<file path="config.mk">
export PLATFORM = sky130hd
export DESIGN_NAME = yuv422_rgb_conv
export DESIGN_NICKNAME = d
export VERILOG_FILES = /design/src/rtl/yuv_csc_pkg.sv /design/src/rtl/yuv_pair_gather.sv /design/src/rtl/yuv_pixel_split.sv /design/src/rtl/yuv_csc_matrix.sv /design/src/rtl/yuv422_rgb_conv.sv
export SDC_FILE = /design/constraint.sdc
export NUM_CORES = 1
export LEC_CHECK = 0
export ABC_AREA = 1
export CAP_MARGIN = 10
export CORE_MARGIN = 5
export CORE_UTILIZATION = 48
export CTS_CLUSTER_SIZE = 25
export DETAILED_ROUTE_END_ITERATION = 8
export DONT_BUFFER_PORTS = 1
export GPL_ROUTABILITY_DRIVEN = 0
export PLACE_DENSITY_LB_ADDON = 0.3
export SLEW_MARGIN = 10
export SYNTH_ARGS = -nofsm -noshare
export SYNTH_HDL_FRONTEND = slang
export SYNTH_SLANG_ARGS = --single-unit
</file>
<file path="constraint.sdc">
create_clock -name clk -period 8.35 [get_ports clk]
set_input_delay 0.4175 -clock clk [delete_from_list [all_inputs] [get_ports clk]]
set_output_delay 0.4175 -clock clk [all_outputs]
set_load 0.02 [all_outputs]
</file>
<file path="src/rtl/yuv_csc_pkg.sv">
package yuv_csc_pkg;
  localparam int PIX_W   = 8;
  localparam int WORD_W  = 2 * PIX_W;
  localparam int RGB_W   = 3 * PIX_W;
  localparam int FRAC_W  = 8;
  localparam int ACC_W   = PIX_W + FRAC_W + 4;
  localparam int NCH     = 3;

  localparam int LUMA_OFS   = 16 << (PIX_W - 8);
  localparam int CHROMA_OFS = 1 << (PIX_W - 1);
  localparam int ROUND_ADD  = 1 << (FRAC_W - 1);
  localparam int SAT_TOP    = (1 << PIX_W) - 1;

  // channel index: 0 red, 1 green, 2 blue
  localparam int K_LUMA = 298;
  localparam int K_CB [0:NCH-1] = '{0, -100, 516};
  localparam int K_CR [0:NCH-1] = '{409, -208, 0};

  typedef struct packed {
    logic [PIX_W-1:0] y0;
    logic [PIX_W-1:0] y1;
    logic [PIX_W-1:0] cb;
    logic [PIX_W-1:0] cr;
  } yuv_pair_t;

  typedef struct packed {
    logic [PIX_W-1:0] y;
    logic [PIX_W-1:0] cb;
    logic [PIX_W-1:0] cr;
  } yuv_pix_t;
endpackage

</file>
<file path="src/rtl/yuv_pair_gather.sv">
module yuv_pair_gather
  import yuv_csc_pkg::*;
(
  input  logic              clk,
  input  logic              rst,
  input  logic              in_valid,
  output logic              in_ready,
  input  logic [WORD_W-1:0] in_data,
  output logic              pair_valid,
  input  logic              pair_ready,
  output yuv_pair_t         pair
);
  logic             cr_phase;
  logic [PIX_W-1:0] y0_q;
  logic [PIX_W-1:0] cb_q;
  logic             take;

  // a U word only fills the holding register; a V word needs the pair slot
  assign in_ready = !cr_phase || !pair_valid || pair_ready;
  assign take     = in_valid && in_ready;

  always_ff @(posedge clk) begin
    if (rst) begin
      cr_phase   <= 1'b0;
      pair_valid <= 1'b0;
    end else begin
      if (pair_valid && pair_ready)
        pair_valid <= 1'b0;
      if (take) begin
        cr_phase <= !cr_phase;
        if (cr_phase)
          pair_valid <= 1'b1;
      end
    end
  end

  always_ff @(posedge clk) begin
    if (take && !cr_phase) begin
      y0_q <= in_data[PIX_W-1:0];
      cb_q <= in_data[WORD_W-1:PIX_W];
    end
    if (take && cr_phase) begin
      pair.y0 <= y0_q;
      pair.y1 <= in_data[PIX_W-1:0];
      pair.cb <= cb_q;
      pair.cr <= in_data[WORD_W-1:PIX_W];
    end
  end
endmodule

</file>
<file path="src/rtl/yuv_pixel_split.sv">
module yuv_pixel_split
  import yuv_csc_pkg::*;
(
  input  logic      clk,
  input  logic      rst,
  input  logic      pair_valid,
  output logic      pair_ready,
  input  yuv_pair_t pair,
  output logic      pix_valid,
  input  logic      pix_ready,
  output yuv_pix_t  pix
);
  logic second_q;

  assign pix_valid  = pair_valid;
  assign pix.y      = second_q ? pair.y1 : pair.y0;
  assign pix.cb     = pair.cb;
  assign pix.cr     = pair.cr;
  // the pair is released only when its second pixel leaves
  assign pair_ready = pix_ready && second_q;

  always_ff @(posedge clk) begin
    if (rst)
      second_q <= 1'b0;
    else if (pix_valid && pix_ready)
      second_q <= !second_q;
  end
endmodule

</file>
<file path="src/rtl/yuv_csc_matrix.sv">
module yuv_csc_matrix
  import yuv_csc_pkg::*;
(
  input  yuv_pix_t         pix,
  output logic [RGB_W-1:0] rgb
);
  localparam logic signed [ACC_W-1:0] KL  = ACC_W'(K_LUMA);
  localparam logic signed [ACC_W-1:0] RND = ACC_W'(ROUND_ADD);
  localparam logic signed [ACC_W-1:0] TOP = ACC_W'(SAT_TOP);

  logic signed [ACC_W-1:0] c_s;
  logic signed [ACC_W-1:0] d_s;
  logic signed [ACC_W-1:0] e_s;

  assign c_s = $signed(ACC_W'(pix.y))  - $signed(ACC_W'(LUMA_OFS));
  assign d_s = $signed(ACC_W'(pix.cb)) - $signed(ACC_W'(CHROMA_OFS));
  assign e_s = $signed(ACC_W'(pix.cr)) - $signed(ACC_W'(CHROMA_OFS));

  for (genvar ch = 0; ch < NCH; ch++) begin : g_chan
    localparam logic signed [ACC_W-1:0] KB = ACC_W'(K_CB[ch]);
    localparam logic signed [ACC_W-1:0] KR = ACC_W'(K_CR[ch]);
    logic signed [ACC_W-1:0] sum;
    logic signed [ACC_W-1:0] sh;

    assign sum = KL * c_s + KB * d_s + KR * e_s + RND;
    assign sh  = sum >>> FRAC_W;
    assign rgb[RGB_W-1-ch*PIX_W -: PIX_W] =
      (sh < 0)   ? '0 :
      (sh > TOP) ? {PIX_W{1'b1}} : sh[PIX_W-1:0];
  end
endmodule

</file>
<file path="src/rtl/yuv422_rgb_conv.sv">
module yuv422_rgb_conv
  import yuv_csc_pkg::*;
(
  input  logic              clk,
  input  logic              rst,
  input  logic              in_valid,
  output logic              in_ready,
  input  logic [WORD_W-1:0] in_data,
  output logic              out_valid,
  input  logic              out_ready,
  output logic [RGB_W-1:0]  out_data
);
  yuv_pair_t        pair;
  logic             pair_valid;
  logic             pair_ready;
  yuv_pix_t         pix;
  logic             pix_valid;
  logic             pix_ready;
  logic [RGB_W-1:0] rgb;

  yuv_pair_gather u_gather (
    .clk        (clk),
    .rst        (rst),
    .in_valid   (in_valid),
    .in_ready   (in_ready),
    .in_data    (in_data),
    .pair_valid (pair_valid),
    .pair_ready (pair_ready),
    .pair       (pair)
  );

  yuv_pixel_split u_split (
    .clk        (clk),
    .rst        (rst),
    .pair_valid (pair_valid),
    .pair_ready (pair_ready),
    .pair       (pair),
    .pix_valid  (pix_valid),
    .pix_ready  (pix_ready),
    .pix        (pix)
  );

  yuv_csc_matrix u_matrix (
    .pix (pix),
    .rgb (rgb)
  );

  assign pix_ready = !out_valid || out_ready;

  always_ff @(posedge clk) begin
    if (rst)
      out_valid <= 1'b0;
    else if (pix_ready)
      out_valid <= pix_valid;
  end

  always_ff @(posedge clk) begin
    if (pix_ready && pix_valid)
      out_data <= rgb;
  end
endmodule

</file>
==> impl_metrics.prom, run 1 <==
# TYPE chip_impl_metric gauge
chip_impl_info{name="status",value="finished clean"} 1
chip_impl_info{name="tritoncts",value="yes"} 1
chip_impl_info{name="crit_path_top_delay_cell",value="sky130_fd_sc_hd__dfxtp_1"} 1
chip_impl_info{name="timing.critical_path.from_type",value="register"} 1
chip_impl_metric{name="clock_insertion_delay_worst_skew",unit="ns"} 0.35
chip_impl_metric{name="die_h",unit="µm"} 161
chip_impl_metric{name="min_period",unit="ns"} 7.71
chip_impl_metric{name="synth-seq-area-share",unit="%"} 20.6
chip_impl_metric{name="hold_viol",unit=""} 0
chip_impl_metric{name="ant_nets_after_route",unit=""} 0
chip_impl_metric{name="setup-violations-final",unit=""} 0
chip_impl_info{name="hp-class",value="in -> reg"} 1
chip_impl_metric{name="detailed_route_iter0_violations",unit=""} 489
chip_impl_metric{name="vias_per_inst",unit=""} 5.17
chip_impl_metric{name="clkSlewWorstSetupHoldPaths",unit="ns"} 0.07
chip_impl_metric{name="inserted_diodes",unit=""} 0
chip_impl_metric{name="area_growth",unit="%"} 6.71
chip_impl_metric{name="htreeDepth",unit=""} 3
chip_impl_metric{name="ys_warn_count",unit=""} 0
chip_impl_metric{name="wl_cell",unit="µm"} 15.2
chip_impl_metric{name="detailed_place_hpwl",unit="mm"} 20.6
chip_impl_metric{name="global_route.usage.total",unit="%"} 19.8
chip_impl_metric{name="routed-via-count",unit=""} 8318
chip_impl_info{name="beginning_of_the_worst_register_to_register_path",value="u_split.second_q"} 1
chip_impl_metric{name="proportion_of_layout_cells_with_a_drive_suffix_above_1",unit="%"} 3.85
chip_impl_info{name="whs_endpoint",value="out_valid"} 1
chip_impl_metric{name="nFillCells",unit=""} 2123
chip_impl_metric{name="ioPinCount",unit=""} 46
chip_impl_metric{name="hold-worst-slack",unit="ns"} 0.127
chip_impl_metric{name="multi_input_area",unit="mm²"} 0.00753
chip_impl_info{name="post-synth-top-count-cell",value="sky130_fd_sc_hd__inv_1"} 1
chip_impl_info{name="post_synth_most_frequent_cells",value="290 x sky130_fd_sc_hd__inv_1, 249 x sky130_fd_sc_hd__nand2_1, 232 x sky130_fd_sc_hd__ha_1"} 1
chip_impl_metric{name="cts-root-to-sink-buffers",unit=""} 2
chip_impl_metric{name="drc",unit=""} 0
chip_impl_metric{name="report.final.slew_viol_count",unit=""} 0
chip_impl_metric{name="area.sequential",unit="mm²"} 0.00224
chip_impl_metric{name="syn_avg_cell_area",unit="µm²"} 8.35
chip_impl_metric{name="synth.cell_area",unit="mm²"} 0.0109
chip_impl_metric{name="core.rowCount",unit=""} 55
chip_impl_metric{name="synthDistinctLibCells",unit=""} 40
chip_impl_metric{name="clock_sink_count",unit=""} 76
chip_impl_metric{name="wire_length_of_the_first_global_routing_pass",unit="mm"} 41.1
chip_impl_metric{name="grt_start_max_net_pins",unit=""} 25
chip_impl_metric{name="vias_in_the_first_global_route",unit=""} 8444
chip_impl_info{name="cts_root_buf",value="sky130_fd_sc_hd__clkbuf_16"} 1
chip_impl_metric{name="ff2ff_path_depth",unit=""} 34
chip_impl_metric{name="worst_slack_setup_final",unit="ns"} 0.642
chip_impl_info{name="ys_top_cells_by_area",value="sky130_fd_sc_hd__ha_1 27%, sky130_fd_sc_hd__edfxtp_1 20%, sky130_fd_sc_hd__fa_1 13%"} 1
chip_impl_metric{name="biggest_cell_delay_along_the_critical_path",unit="ns"} 0.55
chip_impl_metric{name="skew",unit="ns"} 0.00872
chip_impl_metric{name="grt.overflow.total",unit=""} 0
chip_impl_metric{name="required",unit="ns"} 8.46
chip_impl_metric{name="syn_nets",unit=""} 1623
chip_impl_metric{name="drtPass1Iterations",unit=""} 5
chip_impl_metric{name="net_count_reported_at_finish",unit=""} 1640
chip_impl_info{name="critical_path_class",value="reg -> reg"} 1
chip_impl_info{name="dominantRegCellSynth",value="sky130_fd_sc_hd__edfxtp_1"} 1
chip_impl_metric{name="worst_hold_path_cell_count",unit=""} 1
chip_impl_metric{name="regToRegSetupSlack",unit="ns"} 0.64
chip_impl_metric{name="coreArea",unit="mm²"} 0.0225
chip_impl_metric{name="least_margin_pin_slew",unit="ns"} 1.06
chip_impl_metric{name="sum_of_negative_setup_slack",unit="ns"} 0
chip_impl_metric{name="initial_core_util",unit="%"} 48.3
chip_impl_metric{name="max-cap-violations",unit=""} 0
chip_impl_metric{name="postSynthCellCount",unit=""} 1302
chip_impl_metric{name="die_area",unit="mm²"} 0.0258
chip_impl_metric{name="synth-edff-count",unit=""} 72
chip_impl_metric{name="cp_max_fo",unit=""} 10
chip_impl_metric{name="number_of_cts_inserted_buffers",unit=""} 9
chip_impl_metric{name="yosys.area.top_type_share",unit="%"} 26.7
chip_impl_info{name="critical-path-top-cell-by-count",value="sky130_fd_sc_hd__inv_1"} 1
chip_impl_metric{name="post_route_clock_period_utilization",unit="%"} 92.3
chip_impl_metric{name="wirelength",unit="mm"} 24.4
chip_impl_metric{name="async_flop_share",unit="%"} 0
chip_impl_metric{name="number_of_synthesized_register_bits",unit=""} 76
chip_impl_metric{name="grt_antenna_before_repair",unit=""} 0
chip_impl_metric{name="worst-endpoint-arrival",unit="ns"} 7.82
chip_impl_metric{name="floorplan.die.width",unit="µm"} 161
chip_impl_info{name="synth_largest_area_cell",value="sky130_fd_sc_hd__ha_1"} 1
chip_impl_metric{name="relSlewSlack",unit="%"} 28.9
chip_impl_metric{name="pre_cts_slack",unit="ns"} 0.593
chip_impl_metric{name="buffer_ports.inserted",unit=""} 0
chip_impl_info{name="regToRegEndpoint",value="out_data[23]"} 1
chip_impl_metric{name="f_max",unit="GHz"} 0.130
chip_impl_info{name="rsz_0062_raised_after_global_routing",value="no"} 1
chip_impl_info{name="crit_path_end_kind",value="register"} 1
chip_impl_info{name="timing.hold.worst.start",value="rst"} 1
chip_impl_metric{name="number_of_hold_repair_buffers_added_at_the_cts_stage",unit=""} 0
[kinds of logic after synthesis]
kind of cell             after synthesis  share of synthesized area (%)
adder cells (fa/ha/maj)              301                           39.4
flip-flops                            76                           20.6
XOR/XNOR                              66                           5.38
buffers and inverters                294                           10.3
multiplexers                           1                         0.0921
AO/OA/AOI/OAI                        152                           7.63
AND/OR/NAND/NOR                      412                           16.6
[worst max-delay path, delay by kind of cell, from the launching register on]
kind	cells	cell delay (ns)
multiplexers	1	0.23
buffers and inverters	8	0.72
AO/OA/AOI/OAI	5	1.12
AND/OR/NAND/NOR	9	1.01
XOR/XNOR	1	0.33
adder cells (fa/ha/maj)	10	3.51
flip-flops	1	0.55
[sequential cells by signal, indices dropped and copies added, names as in the netlist]
register             cells
u_gather.pair           32
out_data                24
u_gather.cb_q            8
u_gather.y0_q            8
out_valid                1
u_gather.cr_phase        1
u_gather.pair_valid      1
u_split.second_q         1
[how the worst max path moves through the flow]
| stage | slack (ns) | cells after the start | from | end |
|---|---|---|---|---|
| floorplan | 1.38 | 36 | u_split.second_q | out_data[16] |
| global placement | 0.68 | 36 | u_split.second_q | out_data[21] |
| detailed placement | 0.59 | 36 | u_split.second_q | out_data[23] |
| CTS | 0.55 | 36 | u_split.second_q | out_data[23] |
| global route | 0.05 | 36 | u_split.second_q | out_data[16] |
| finish | 0.64 | 34 | u_split.second_q | out_data[23] |
[routing by layer]
metal | track usage [%] | routed length, µm
met3 | 3.13 | 1120
met5 | 0 | 0
met1 | 24.0 | 10600
met2 | 35.0 | 11600
met4 | 8.45 | 1060
[area by class of cell]
type                       count  area share (%)
tap                          285            3.07
clock inverter                 7           0.787
inverter                     292            9.47
clock buffer                   9            1.94
multi-input combinational    932            64.9
timing repair buffer           8           0.518
sequential                    76            19.3
[layout by cell type, fill, tap and decap left out, types with 9 or more instances in the layout]
cell,instances
sky130_fd_sc_hd__nand2_2,9
sky130_fd_sc_hd__inv_1,289
sky130_fd_sc_hd__clkbuf_16,9
sky130_fd_sc_hd__o21bai_1,14
sky130_fd_sc_hd__edfxtp_1,72
sky130_fd_sc_hd__nor2_1,44
sky130_fd_sc_hd__nand3_1,50
sky130_fd_sc_hd__nand2_1,249
sky130_fd_sc_hd__xor2_1,34
sky130_fd_sc_hd__nand4_1,20
sky130_fd_sc_hd__ha_1,232
sky130_fd_sc_hd__fa_1,69
sky130_fd_sc_hd__o21ai_0,40
sky130_fd_sc_hd__a21oi_1,83
sky130_fd_sc_hd__nor3_1,12
sky130_fd_sc_hd__xnor2_1,30
[stage by stage]
stage,area (µm²),util (%),cells
CTS,11600,51.5,1609
floorplan,10900,-,1302
finish,11600,51.6,1609
global route,11600,51.6,1609
detailed placement,11300,50.1,1593
global placement,11300,50.1,1593
[timing repair]
item,CTS,global route
gates resized for setup,0,1
setup buffers,0,0
setup endpoints to repair,0,8
Power of run 1 is not shown: default switching activity piles up to over one toggle a cycle in this logic, so the estimate is an artifact.
==> inputs of run 2 (changes only) <==
--- a/config.mk
+++ b/config.mk
@@ -17,4 +17,5 @@
 export SLEW_MARGIN = 10
 export SYNTH_ARGS = -nofsm -noshare
 export SYNTH_HDL_FRONTEND = slang
+export SYNTH_HIERARCHICAL = 1
 export SYNTH_SLANG_ARGS = --single-unit
==> run 2 against run 1 <==
- clock skew up 0.0055 ns
- critical path type unchanged
- via count down 0.76%
- non-clock buffer count down 4
- final area up 0.35%
==> impl_metrics.prom, run 2 <==
# TYPE chip_impl_metric gauge
chip_impl_metric{name="min_period",unit="ns"} 7.55
chip_impl_metric{name="initial_core_util",unit="%"} 48.9
chip_impl_metric{name="ant_nets_after_route",unit=""} 0
chip_impl_metric{name="buffer_ports.inserted",unit=""} 0
chip_impl_metric{name="drtPass1Iterations",unit=""} 5
chip_impl_metric{name="syn_avg_cell_area",unit="µm²"} 8.32
chip_impl_metric{name="number_of_hold_repair_buffers_added_at_the_cts_stage",unit=""} 0
chip_impl_info{name="post_synth_most_frequent_cells",value="299 x sky130_fd_sc_hd__inv_1, 253 x sky130_fd_sc_hd__nand2_1, 240 x sky130_fd_sc_hd__ha_1"} 1
chip_impl_info{name="commonest_cells_after_routing_fill_and_taps_aside",value="299 x sky130_fd_sc_hd__inv_1, 253 x sky130_fd_sc_hd__nand2_1, 240 x sky130_fd_sc_hd__ha_1"} 1
chip_impl_metric{name="cts-root-to-sink-buffers",unit=""} 2
chip_impl_metric{name="multi_input_area",unit="mm²"} 0.00756
chip_impl_info{name="post-synth-top-count-cell",value="sky130_fd_sc_hd__inv_1"} 1
chip_impl_metric{name="wl_cell",unit="µm"} 15.1
chip_impl_metric{name="synth-edff-count",unit=""} 72
chip_impl_metric{name="grt_antenna_before_repair",unit=""} 0
chip_impl_info{name="status",value="finished clean"} 1
chip_impl_info{name="hp-class",value="in -> reg"} 1
chip_impl_metric{name="area.sequential",unit="mm²"} 0.00224
chip_impl_info{name="largest-register",value="u_gather/pair"} 1
chip_impl_metric{name="ioPinCount",unit=""} 46
chip_impl_metric{name="final_cells",unit=""} 1618
chip_impl_metric{name="routed-via-count",unit=""} 8255
chip_impl_metric{name="wire_length_of_the_first_global_routing_pass",unit="mm"} 41.0
chip_impl_info{name="rsz_0062_raised_after_global_routing",value="no"} 1
chip_impl_metric{name="detailed_route_iter0_violations",unit=""} 320
chip_impl_metric{name="core.rowCount",unit=""} 55
chip_impl_metric{name="postCtsResizedCells",unit=""} 0
chip_impl_metric{name="proportion_of_layout_cells_with_a_drive_suffix_above_1",unit="%"} 4.58
chip_impl_metric{name="drc",unit=""} 0
chip_impl_info{name="crit_path_end_kind",value="register"} 1
chip_impl_metric{name="least_margin_pin_slew",unit="ns"} 0.672
chip_impl_metric{name="placed_cells",unit=""} 1602
chip_impl_metric{name="number_of_synthesized_register_bits",unit=""} 76
chip_impl_metric{name="detailed_place_hpwl",unit="mm"} 20.9
chip_impl_metric{name="number_of_cts_inserted_buffers",unit=""} 9
chip_impl_metric{name="clock_sink_count",unit=""} 76
chip_impl_info{name="final_common_cell",value="sky130_fd_sc_hd__inv_1"} 1
chip_impl_info{name="critical_path_class",value="reg -> reg"} 1
chip_impl_info{name="reg.largest.list",value="u_gather/pair: 32 flops, out_data: 24 flops"} 1
chip_impl_metric{name="total_buffers_and_inverters_traversed_by_the_critical_path",unit=""} 5
chip_impl_metric{name="report.final.slew_viol_count",unit=""} 0
chip_impl_metric{name="max-cap-violations",unit=""} 0
chip_impl_info{name="dominantRegCellSynth",value="sky130_fd_sc_hd__edfxtp_1"} 1
chip_impl_metric{name="biggest_cell_delay_along_the_critical_path",unit="ns"} 0.52
chip_impl_metric{name="coreArea",unit="mm²"} 0.0227
chip_impl_metric{name="syn_nets",unit=""} 1665
chip_impl_metric{name="synthDistinctLibCells",unit=""} 41
chip_impl_metric{name="synth.cell_area",unit="mm²"} 0.0111
chip_impl_metric{name="sum_of_negative_setup_slack",unit="ns"} 0
chip_impl_metric{name="yosys.area.top_type_share",unit="%"} 27.1
chip_impl_metric{name="cp_max_fo",unit=""} 19
chip_impl_metric{name="hold_viol",unit=""} 0
chip_impl_metric{name="grt.overflow.total",unit=""} 0
chip_impl_metric{name="net_count_reported_at_finish",unit=""} 1660
chip_impl_metric{name="vias_in_the_first_global_route",unit=""} 8443
chip_impl_info{name="crit_family",value="adder cells"} 1
chip_impl_info{name="synth_largest_area_cell",value="sky130_fd_sc_hd__ha_1"} 1
chip_impl_metric{name="clock_insertion_delay_worst_skew",unit="ns"} 0.35
chip_impl_metric{name="postSynthCellCount",unit=""} 1333
chip_impl_info{name="timing.critical_path.from_type",value="register"} 1
chip_impl_metric{name="clkSlewWorstSetupHoldPaths",unit="ns"} 0.07
chip_impl_metric{name="grt_start_max_net_pins",unit=""} 33
chip_impl_metric{name="htreeDepth",unit=""} 3
chip_impl_metric{name="vias_per_inst",unit=""} 5.10
chip_impl_metric{name="skew",unit="ns"} 0.0142
chip_impl_metric{name="setup-violations-final",unit=""} 0
chip_impl_metric{name="largest_register_ffs",unit=""} 32
chip_impl_metric{name="post_cts.repair.setup_buffers",unit=""} 0
chip_impl_metric{name="synth-seq-area-share",unit="%"} 20.2
chip_impl_info{name="cts_root_buf",value="sky130_fd_sc_hd__clkbuf_16"} 1
chip_impl_metric{name="nFillCells",unit=""} 2142
chip_impl_info{name="crit_path_top_delay_cell",value="sky130_fd_sc_hd__fa_1"} 1
chip_impl_metric{name="relSlewSlack",unit="%"} 54.9
chip_impl_metric{name="wirelength",unit="mm"} 24.4
chip_impl_metric{name="floorplan.die.width",unit="µm"} 162
chip_impl_metric{name="area_growth",unit="%"} 4.94
chip_impl_metric{name="global_route.usage.total",unit="%"} 19.5
chip_impl_metric{name="f_max",unit="GHz"} 0.133
chip_impl_metric{name="die_h",unit="µm"} 162
chip_impl_metric{name="worst-endpoint-arrival",unit="ns"} 7.65
chip_impl_metric{name="async_flop_share",unit="%"} 0
chip_impl_metric{name="post_route_clock_period_utilization",unit="%"} 90.4
chip_impl_info{name="ys_top_cells_by_area",value="sky130_fd_sc_hd__ha_1 27%, sky130_fd_sc_hd__edfxtp_1 19%, sky130_fd_sc_hd__fa_1 13%"} 1
chip_impl_metric{name="ys_warn_count",unit=""} 6
chip_impl_info{name="critical-path-top-cell-by-count",value="sky130_fd_sc_hd__ha_1"} 1
chip_impl_metric{name="required",unit="ns"} 8.46
chip_impl_metric{name="die_area",unit="mm²"} 0.0263
chip_impl_metric{name="inserted_diodes",unit=""} 0
chip_impl_info{name="tritoncts",value="yes"} 1
[run 2: path summary, 6_finish.rpt]
kind / to / from / cells after the start / slack (ns)
setup / recovery: out_data[13] / u_split/second_q / 33 / 0.80
hold / removal: out_valid / rst / 1 / 0.12
hold reg to reg: u_gather/pair[31] / u_gather/y0_q[7] / 0 / 0.42
setup reg to reg: out_data[13] / u_split/second_q / 33 / 0.80
[run 2: kinds of logic (layout without fill, tap and decap cells)]
group / Yosys count / count (layout) / share of synthesized area (%)
DFF: 76 / 76 / 20.2
buffers and inverters: 324 / 324 / 11.7
adders and majority gates: 312 / 312 / 40.1
AOI/OAI and AO/OA: 123 / 123 / 6.29
and+or+nand+nor: 442 / 442 / 17.3
xor gates and xnor gates: 56 / 56 / 4.42
[run 2: final cells by class]
class                   count  area share, %
well taps                 285           3.06
clock buffers               9           1.93
flip-flops and latches     76           19.3
inverters                 304           9.80
repair buffers              4          0.258
clock inverters             7          0.774
multi-input cells         933           64.9
[run 2: metrics by stage]
stage	utilization (%)	area, µm²	setup WS [ns]	hold WS [ns]
after detailed placement	49.9	11300	0.651	0.405
after CTS	51.3	11600	0.618	0.102
after global placement	49.9	11300	0.876	0.401
after global routing	51.3	11600	0.160	0.0988
final	51.3	11600	0.805	0.115
after floorplan	-	11100	1.60	0.400
[run 2: per-layer routing]
layer | up-vias | share of wire (%) | global-route usage, %
met5 | - | 0 | 0
met4 | 0 | 3.3 | 6.61
met3 | 39 | 4.6 | 3.20
met2 | 198 | 46 | 33.1
met1 | 3784 | 46 | 25.4
li1 | 4234 | - | -
Power of run 2 is left out for the same reason.
